## src/rtl/gpio_irq_pkg.sv

```systemverilog
// Package: shared register selects for the GPIO edge-detect interrupt unit.
// Assumes a 2-bit register address.
package gpio_irq_pkg;
    typedef enum logic [1:0] {
        SEL_RISE = 2'd0,
        SEL_FALL = 2'd1,
        SEL_STAT = 2'd2,
        SEL_WAKE = 2'd3
    } reg_sel_e;
endpackage

```

## src/rtl/gpio_pin_sync.sv

```systemverilog
// Module: gpio_pin_sync
// Brings each asynchronous pin into the clock domain through two flops and
// keeps one more stage holding the previous synchronized level.
// Assumes each pin is held stable for at least one clock period.
module gpio_pin_sync #(
    parameter int WIDTH = 28
) (
    input  logic             clk,
    input  logic             rst_n,
    input  logic [WIDTH-1:0] pin_i,
    output logic [WIDTH-1:0] lvl_o,
    output logic [WIDTH-1:0] lvl_prev_o
);
    for (genvar g = 0; g < WIDTH; g++) begin : g_pin
        logic [2:0] stg;
        // Shift the pin level through two sync stages and one history stage.
        always_ff @(posedge clk) begin
            if (!rst_n) stg <= '0;
            else        stg <= {stg[1:0], pin_i[g]};
        end
        assign lvl_o[g]      = stg[1];
        assign lvl_prev_o[g] = stg[2];
    end
endmodule

```

## src/rtl/gpio_edge_detect.sv

```systemverilog
// Module: gpio_edge_detect
// Flags an enabled edge on each pin by comparing the current synchronized
// level with the previous one. Purely combinational.
module gpio_edge_detect #(
    parameter int WIDTH = 28
) (
    input  logic [WIDTH-1:0] lvl_i,
    input  logic [WIDTH-1:0] lvl_prev_i,
    input  logic [WIDTH-1:0] rise_en_i,
    input  logic [WIDTH-1:0] fall_en_i,
    output logic [WIDTH-1:0] hit_o
);
    // A pin hits when it made a transition in a direction it has enabled.
    always_comb begin
        hit_o = ( lvl_i & ~lvl_prev_i & rise_en_i)
              | (~lvl_i &  lvl_prev_i & fall_en_i);
    end
endmodule

```

## src/rtl/gpio_edge_regs.sv

```systemverilog
// Module: gpio_edge_regs
// Holds the edge enables, the wake enables and the sticky status.
// Status bits are cleared by writing 1. A new hit in the same cycle wins.
// Assumes the bus writes one register per cycle.
module gpio_edge_regs
    import gpio_irq_pkg::*;
#(
    parameter int WIDTH = 28
) (
    input  logic             clk,
    input  logic             rst_n,
    input  logic             wr_i,
    input  logic [1:0]       addr_i,
    input  logic [WIDTH-1:0] wdata_i,
    input  logic [WIDTH-1:0] hit_i,
    output logic [WIDTH-1:0] rise_en_o,
    output logic [WIDTH-1:0] fall_en_o,
    output logic [WIDTH-1:0] wake_en_o,
    output logic [WIDTH-1:0] status_o,
    output logic [WIDTH-1:0] rdata_o
);
    reg_sel_e         sel;
    logic [WIDTH-1:0] clr_mask;

    // Decode the register select and the clear mask of this cycle.
    always_comb begin
        sel      = reg_sel_e'(addr_i);
        clr_mask = (wr_i && sel == SEL_STAT) ? wdata_i : '0;
    end

    // Load the configuration registers from bus writes.
    always_ff @(posedge clk) begin
        if (!rst_n) begin
            rise_en_o <= '0;
            fall_en_o <= '0;
            wake_en_o <= '0;
        end else if (wr_i) begin
            case (sel)
                SEL_RISE: rise_en_o <= wdata_i;
                SEL_FALL: fall_en_o <= wdata_i;
                SEL_WAKE: wake_en_o <= wdata_i;
                default:  ;
            endcase
        end
    end

    // Update sticky status: clear the bits written as 1, then OR in new hits.
    always_ff @(posedge clk) begin
        if (!rst_n) status_o <= '0;
        else        status_o <= (status_o & ~clr_mask) | hit_i;
    end

    // Return the selected register on the read path.
    always_comb begin
        case (sel)
            SEL_RISE: rdata_o = rise_en_o;
            SEL_FALL: rdata_o = fall_en_o;
            SEL_STAT: rdata_o = status_o;
            default:  rdata_o = wake_en_o;
        endcase
    end
endmodule

```

## src/rtl/gpio_req_out.sv

```systemverilog
// Module: gpio_req_out
// Drives the registered request lines: one line per pin for the low group and
// one OR-ed line for the rest, plus the wake request.
// Assumes NDIRECT is less than WIDTH.
module gpio_req_out #(
    parameter int WIDTH   = 28,
    parameter int NDIRECT = 11
) (
    input  logic             clk,
    input  logic             rst_n,
    input  logic [WIDTH-1:0] status_i,
    input  logic [WIDTH-1:0] wake_en_i,
    output logic [NDIRECT:0] irq_o,
    output logic             wake_o
);
    localparam int SHARED_LSB = NDIRECT;

    for (genvar g = 0; g < NDIRECT; g++) begin : g_direct
        // Register the dedicated request for this pin.
        always_ff @(posedge clk) begin
            if (!rst_n) irq_o[g] <= 1'b0;
            else        irq_o[g] <= status_i[g];
        end
    end

    // Register the shared request as the OR of the upper group.
    always_ff @(posedge clk) begin
        if (!rst_n) irq_o[NDIRECT] <= 1'b0;
        else        irq_o[NDIRECT] <= |status_i[WIDTH-1:SHARED_LSB];
    end

    // Register the wake request from the wake-qualified pending bits.
    always_ff @(posedge clk) begin
        if (!rst_n) wake_o <= 1'b0;
        else        wake_o <= |(status_i & wake_en_i);
    end
endmodule

```

## src/rtl/gpio_edge_irq.sv

```systemverilog
// Module: gpio_edge_irq (top)
// GPIO edge-detect interrupt front end: synchronizer, edge detector, register
// file with write-1-to-clear status, and registered request outputs.
// Assumes one clock domain and a synchronous active-low reset.
module gpio_edge_irq #(
    parameter int PIN_COUNT    = 28,
    parameter int DIRECT_COUNT = 11
) (
    input  logic                  clk,
    input  logic                  rst_n,
    input  logic [PIN_COUNT-1:0]  pin_i,
    input  logic [1:0]            bus_addr,
    input  logic                  bus_wr,
    input  logic [PIN_COUNT-1:0]  bus_wdata,
    output logic [PIN_COUNT-1:0]  bus_rdata,
    output logic [DIRECT_COUNT:0] irq_o,
    output logic                  wake_o
);
    logic [PIN_COUNT-1:0] lvl_now, lvl_prev, hit_vec;
    logic [PIN_COUNT-1:0] rise_en, fall_en, wake_en, status_q;

    gpio_pin_sync #(.WIDTH(PIN_COUNT)) u_sync (
        .clk(clk), .rst_n(rst_n), .pin_i(pin_i),
        .lvl_o(lvl_now), .lvl_prev_o(lvl_prev)
    );

    gpio_edge_detect #(.WIDTH(PIN_COUNT)) u_detect (
        .lvl_i(lvl_now), .lvl_prev_i(lvl_prev),
        .rise_en_i(rise_en), .fall_en_i(fall_en), .hit_o(hit_vec)
    );

    gpio_edge_regs #(.WIDTH(PIN_COUNT)) u_regs (
        .clk(clk), .rst_n(rst_n), .wr_i(bus_wr), .addr_i(bus_addr),
        .wdata_i(bus_wdata), .hit_i(hit_vec),
        .rise_en_o(rise_en), .fall_en_o(fall_en), .wake_en_o(wake_en),
        .status_o(status_q), .rdata_o(bus_rdata)
    );

    gpio_req_out #(.WIDTH(PIN_COUNT), .NDIRECT(DIRECT_COUNT)) u_req (
        .clk(clk), .rst_n(rst_n), .status_i(status_q), .wake_en_i(wake_en),
        .irq_o(irq_o), .wake_o(wake_o)
    );
endmodule

```

## config.mk

```make
export PLATFORM = sky130hd
export DESIGN_NAME = gpio_edge_irq
export DESIGN_NICKNAME = d
export VERILOG_FILES = /design/src/rtl/gpio_irq_pkg.sv /design/src/rtl/gpio_pin_sync.sv /design/src/rtl/gpio_edge_detect.sv /design/src/rtl/gpio_edge_regs.sv /design/src/rtl/gpio_req_out.sv /design/src/rtl/gpio_edge_irq.sv
export SDC_FILE = /design/constraint.sdc
export NUM_CORES = 1
export LEC_CHECK = 0
export BUFFER_PORTS_ARGS = -buffer_cell sky130_fd_sc_hd__buf_2
export CAP_MARGIN = 20
export CORE_MARGIN = 2
export CORE_UTILIZATION = 33
export CTS_BUF_LIST = sky130_fd_sc_hd__clkbuf_4 sky130_fd_sc_hd__clkbuf_8 sky130_fd_sc_hd__clkbuf_16
export DETAILED_ROUTE_END_ITERATION = 10
export GPL_TIMING_DRIVEN = 0
export PLACE_DENSITY = 0.54
export SLEW_MARGIN = 15
export SYNTH_ARGS = -nofsm -noshare
export SYNTH_HDL_FRONTEND = slang
export SYNTH_HIERARCHICAL = 1
export SYNTH_SLANG_ARGS = --single-unit
```

## constraint.sdc

```tcl
create_clock -name clk -period 1.2 [get_ports clk]
set_clock_uncertainty 0.1 [all_clocks]
set_input_delay 0.18 -clock clk [delete_from_list [all_inputs] [get_ports clk]]
set_output_delay 0.18 -clock clk [all_outputs]
set_load 0.05 [all_outputs]
```

==> results.yml, run 1 <==
status:
  outcome: "complete, but fails checks"
  violations: "setup timing"
sta:
  slew_headroom_pct: 54.5
  setup_violations: 43
  grt_setup_unrepaired: "yes"
  setup_tns_ps: -18170
  drv_slew: 0
  layout_setup_ws_ps: -637
  hold_viol: 0
  fmaxAchievable_ghz: 0.544
  worstMarginPinSlew_ps: 683
  layout_min_cycle_time_ps: 1840
  finalCritPeriodShare_pct: 153
hold_path:
  min_path_type: "primary input to flop"
  holdPathStages: 4
setup_path:
  slowest_stage: "mux4_2"
  cp.arrival_ps: 1560
  rrSetupSlack_ps: -400
  path_cells: "mux4_2 -> buf_8"
  critPathMaxStageDelay_ps: 530
  criticalPathCategory: "flop to primary output"
  path_max_fanout: 2
  crit_required_ps: 920
  r2r_cells: 5
  end_kind: "primary output"
  start_kind: "flop"
cts:
  cts_root_buf: "clkbuf_16"
  htreeDepth: 1
  cts_tree: "done"
  clkTransAtPathRegs_ps: 60
  clk-insertion-delay-late_ps: 510
  clock_sinks: 209
  cts_buffers: 24
  cts_buffer_depth: 3
synthesis:
  synth_top_family_by_area: "multiplexers"
  synthAdderAreaFrac_pct: 0
  syn_nets: 884
  ys_seq_area_share_pct: 48.6
  synthMuxAreaShare_pct: 17.1
  syn_area_sq_um: 8610
  yosys_warnings: 6
  yosysUniqueCellTypes: 27
  synthCells: 823
  synth-simple-area-share_pct: 16.4
  synth_xor_area_share_pct: 0
  avgSynthCellArea_sq_um: 10.5
  synth_compound_gate_area_share_pct: 8.23
  ys_ff_latch: 209
floorplanning:
  die_area_sq_um: 27400
  die_h_um: 165
  dieWidth_um: 165
  start_util_pct: 33.3
  core_sq_um: 25800
  rows: 59
  io_pins: 102
placed_design:
  port-buffer-count: 101
  place_inst: 1259
  hpwl_mm: 16.0
  gp_congestion: 0.785
global_routing:
  overflow: 0
  grt_pass1_vias: 6695
  grt_max_degree: 13
  grt_pass1_wl_mm: 37.5
  grt.total_usage_pct: 18.0
  antenna_found_initial: 1
pwr:
  p_per_area_nw_per_um2: 1340
  power_mw: 16.3
  p_leak_nw: 5.31
  peakVddDrop_mv: 1.00
route:
  vias: 6727
  viasPerCell: 4.70
  first_iter_violations: 420
  wl_per_cell_um: 17.0
  drc: 0
  drtAntennaViolNets: 0
  dr.pass1.iters: 5
  drt-total-wl_mm: 24.3
cells_and_area:
  final_layout_size_suffix_gt1_share_pct: 44.1
  finalNonFillerCells: 1431
  postLayoutCoreUtil_pct: 47.1
  area_growth_pct: 41.4
  nNetsFinal: 1138
job:
  max-cap-violations: 0
-- layout by cell type, fill, tap and decap left out, types with 20 or more instances in the layout --
cell           count
and2_1            94
inv_1             28
dfxtp_2           96
buf_8             40
nand2_1          140
mux2i_1           84
dlygate4sd3_1     57
clkbuf_16         25
buf_6             20
mux4_2            28
buf_2             70
nand3b_1          29
dfxtp_1           96
buf_4            125
o21ai_2           29
o21ai_0           21
a31oi_1           28
-- critical path, delay by kind of cell, from the launching register on --
kind     cells  cell delay, ps
mux          1             530
flops        1             340
buf+inv      1             180
-- registers in the layout (all words and copies together), names as in the netlist --
| signal | count |
|---|---|
| u_regs/fall_en_o | 28 |
| u_regs/rise_en_o | 28 |
| u_regs/status_o | 28 |
| u_regs/wake_en_o | 28 |
| u_req/irq_o | 12 |
| u_req/wake_o | 1 |
| u_sync/g_pin.stg | 84 |
-- per-layer routing --
metal | global-route usage, % | part of all wire (%) | vias up
li1 | - | - | 3266
met1 | 24.6 | 46 | 3249
met2 | 30.1 | 47 | 180
met3 | 2.87 | 5.5 | 32
met4 | 4.08 | 2.1 | 0
met5 | 0 | 0 | -
-- cells by family (layout without fill, tap and decap cells) --
family / count (synthesis) / after routing
buffers and inverters: 127 / 399
AO/OA/AOI/OAI: 100 / 100
multiplexers: 112 / 112
flip-flops: 209 / 209
AND/OR/NAND/NOR: 275 / 275
other: 0 / 1
-- cell usage after synthesis --
cell type / number / area (sq um)
and3b_1: 1 / 8.76
a221oi_2: 2 / 30.0
o21ai_0: 28 / 140
dfxtp_1: 209 / 4180
buf_2: 12 / 60.1
nor4_1: 3 / 18.8
and2_1: 94 / 588
a22oi_1: 9 / 67.6
nor2_1: 1 / 3.75
inv_1: 28 / 105
nand3_2: 1 / 10.0
clkbuf_1: 11 / 41.3
a22oi_2: 1 / 12.5
a22o_1: 2 / 17.5
o21ai_2: 28 / 245
and2_2: 1 / 7.51
nand3b_1: 29 / 218
o41a_1: 1 / 11.3
nor3b_1: 1 / 7.51
nand4_1: 4 / 25.0
mux2i_1: 84 / 841
a31oi_1: 28 / 175
mux4_2: 28 / 631
nand2_1: 140 / 526
o31a_1: 1 / 8.76
buf_6: 14 / 158
buf_4: 62 / 465
-- power breakdown --
group	internal, mW	total [mW]	switching (mW)	leakage (nW)
logic	0.788	1.58	0.792	3.13
registers	7.15	7.26	0.110	1.76
clock network	4.53	7.42	2.89	0.417
total	12.5	16.3	3.79	5.31
-- cell type report --
| cell class | instances | area [sq um] |
|---|---|---|
| fillers | 2420 | 13700 |
| flip-flops and latches | 209 | 4370 |
| multi-input cells | 487 | 3650 |
| repair buffers | 230 | 2050 |
| plain buffers | 97 | 758 |
| clock buffers | 37 | 753 |
| well taps | 335 | 419 |
| inverters | 28 | 105 |
| clock inverters | 7 | 63.8 |
| diodes | 1 | 2.50 |
-- timing repair --
action                                  4_1_cts  5_1_grt
buffers inserted                             66        7
endpoints found under the hold margin       143        0
pin swaps                                     3        9
hold buffers                                 57        0
endpoints found under the setup margin       43       59
gates resized for setup                     237       39
-- stage by stage --
stage	area, sq um	setup WS, ps	hold slack (ps)
3_3_place_gp	9580	-473	284
3_5_place_dp	9580	-462	288
5_1_grt	12200	-659	73.1
6_report	12200	-637	78.8
2_1_floorplan	8650	-34.8	173
4_1_cts	12100	-653	62.5
-- path summary, 6_finish.rpt --
kind                     startpoint                     end
max reg2reg     u_regs/status_o[15]            u_req/wake_o
min                          bus_wr     u_regs/wake_en_o[0]
min reg2reg  u_sync/g_pin[9].stg[0]  u_sync/g_pin[9].stg[1]
max             u_regs/wake_en_o[0]            bus_rdata[0]
No activity file was read; power rests on OpenSTA's default activity.
==> inputs of run 2 (changes only) <==
- SYNTH_HIERARCHICAL: 1 -> unset
==> results.yml, run 2 <==
sta:
  finalCritPeriodShare_pct: 154
  slew_headroom_pct: 54.2
  fmaxAchievable_ghz: 0.543
  hold_viol: 16
  layout_setup_ws_ps: -643
  hold_ws_ps: -62.1
  layout_min_cycle_time_ps: 1840
  setup_violations: 43
  worstMarginPinSlew_ps: 687
  grt_setup_unrepaired: "yes"
  drv_slew: 0
route:
  vias: 6744
  drtAntennaViolNets: 0
  wl_per_cell_um: 17.1
  first_iter_violations: 333
  drt-total-wl_mm: 24.4
  dr.pass1.iters: 5
  viasPerCell: 4.74
  drc: 0
synthesis:
  ys_seq_area_share_pct: 51.1
  ys_ff_latch: 209
  synth.top_cell.area_share_pct: 51.1
  ys_top_cells_by_area: "dfxtp_1 51%, nand2_1 9.9%, mux4_2 7.7%"
  synthCells: 833
  avgSynthCellArea_sq_um: 9.82
  yosysUniqueCellTypes: 33
  synth_most_common_cell: "nand2_1"
  ys.flop_type: "dfxtp_1"
  synth-async-reset-ratio_pct: 0
  yosys.area.top_type: "dfxtp_1"
  synth_top_cells_by_count: "215 x nand2_1, 209 x dfxtp_1, 95 x and2_1"
  syn_area_sq_um: 8180
  yosys_warnings: 0
  synth_edf_count: 0
  syn_nets: 894
cts:
  clk-insertion-delay-late_ps: 510
  cts_buffers: 24
  clock_sinks: 209
  postCtsHoldBufs: 56
  cts_root_buf: "clkbuf_16"
  htreeDepth: 1
  cts_tree: "done"
  clkTransAtPathRegs_ps: 60
  cts_buffer_depth: 3
floorplanning:
  io_pins: 102
  start_util_pct: 33.6
  rows: 57
  dieWidth_um: 161
  core_sq_um: 24300
  die_h_um: 161
  die_area_sq_um: 26100
setup_path:
  slowest_stage: "mux4_2"
  path_max_fanout: 2
  cp_top_family: "multiplexers"
  path_cells: "mux4_2 -> buf_8"
  crit_required_ps: 920
  rrSetupSlack_ps: -440
  end_kind: "primary output"
  r2r_start: "u_regs.status_o[16]"
  critPathBufInv: 1
  r2r-end: "u_req.irq_o[11]"
  critPathMaxStageDelay_ps: 520
  start_kind: "flop"
  cp.arrival_ps: 1560
  criticalPathCategory: "flop to primary output"
  r2r_cells: 4
pwr:
  power_mw: 16.4
  p_per_area_nw_per_um2: 1410
  peakVddDrop_mv: 0.783
  p_leak_nw: 4.53
cells_and_area:
  area_growth_pct: 42.3
  final_layout_size_suffix_gt1_share_pct: 35.2
  final_common_cell: "nand2_1"
  diodes: 0
  nNetsFinal: 1144
  finalNonFillerCells: 1422
  fin_area_sq_um: 11600
  regMostFlops: "u_sync.g_pin.stg"
  final_cell_mix: "215 x nand2_1, 115 x dfxtp_1, 95 x and2_1"
  postLayoutCoreUtil_pct: 47.9
  largest_reg_flops: 84
status:
  outcome: "complete, but fails checks"
  violations: "hold timing, setup timing"
global_routing:
  grt.total_usage_pct: 18.7
  grt_max_degree: 13
  grt_pass1_vias: 6674
  grt_pass1_wl_mm: 37.9
  overflow: 0
  antenna_found_initial: 0
hold_path:
  hold_end: "u_regs.rise_en_o[3]"
  min_from: "bus_addr[0]"
  min_path_type: "primary input to flop"
  holdPathStages: 4
placed_design:
  port-buffer-count: 98
  place_inst: 1255
  hpwl_mm: 15.5
  place_area_sq_um: 9110
  gp_congestion: 0.787
job:
  max-cap-violations: 0
-- run 2: cell count changes in the layout (fill, tap and decap cells not counted), moves of 28 or more --
cell      previous run  this run
a21oi_1              0        28
o21ai_2             29         0
nor2b_1              0        28
a21boi_1             0        58
buf_4              125        71
mux2i_1             84         0
inv_1               28         0
a31oi_1             28         0
nand2_1            140       215
-- run 2: how the worst max path moves through the flow --
stage / slack, ps / to / from / cells past startpoint
final: -640 / bus_rdata[6] / u_regs.status_o[6] / 2
after global routing: -670 / bus_rdata[6] / u_regs.status_o[6] / 2
after CTS: -650 / bus_rdata[6] / u_regs.status_o[6] / 2
after detailed placement: -560 / bus_rdata[26] / bus_addr[1] / 5
after global placement: -570 / bus_rdata[26] / bus_addr[1] / 5
after floorplan: -290 / bus_rdata[17] / bus_addr[0] / 4
-- run 2: kinds of logic (layout without fill, tap and decap cells) --
logic type / after synthesis / count (layout) / synth area share [%]
and+or+nand+nor: 391 / 391 / 24.0
DFF: 209 / 209 / 51.1
AOI/OAI and AO/OA: 156 / 156 / 13.2
buffers and inverters: 49 / 314 / 3.92
muxes: 28 / 28 / 7.71
-- run 2: cell type report --
| cell class | instances | area [sq um] |
|---|---|---|
| timing repair buffer | 224 | 1980 |
| sequential | 209 | 4340 |
| clock buffer | 36 | 733 |
| fill | 2286 | 12700 |
| tap | 324 | 405 |
| clock inverter | 5 | 100 |
| buffer | 49 | 343 |
| multi-input combinational | 575 | 3740 |
-- run 2: metrics by stage --
step / worst slack (ps) / TNS (ps)
5_1_grt: -673 / -19620
4_1_cts: -650 / -18970
2_1_floorplan: -293 / -7750
3_3_place_gp: -566 / -49820
3_5_place_dp: -556 / -53300
6_report: -643 / -18300
-- run 2: layer usage --
layer	share of wire [%]	vias up	routed length (um)	GRT usage, %
met5	0	-	0	0
met4	1.9	0	463	4.38
met3	6.4	33	1550	3.18
met2	46	202	11100	30.6
met1	46	3201	11200	25.9
li1	-	3308	-	-
-- run 2: repair_timing --
item,CTS,global route
gates cloned,0,0
endpoints found under the hold margin,140,16
pin swaps,1,6
endpoints found under the setup margin,43,43
buffers inserted,64,7
resized for setup,218,19
-- run 2: power breakdown --
| part | switching [mW] | internal, mW | total [mW] |
|---|---|---|---|
| Sequential | 0.119 | 7.15 | 7.27 |
| Combinational | 0.750 | 0.706 | 1.46 |
| Clock | 2.84 | 4.84 | 7.68 |
-- run 2: worst register-to-register path, stage by stage (launching register included) --
cell and delay (ps):
dfxtp_2 330, buf_6 120, nor4_4 310, nand4_1 210, o41a_1 440
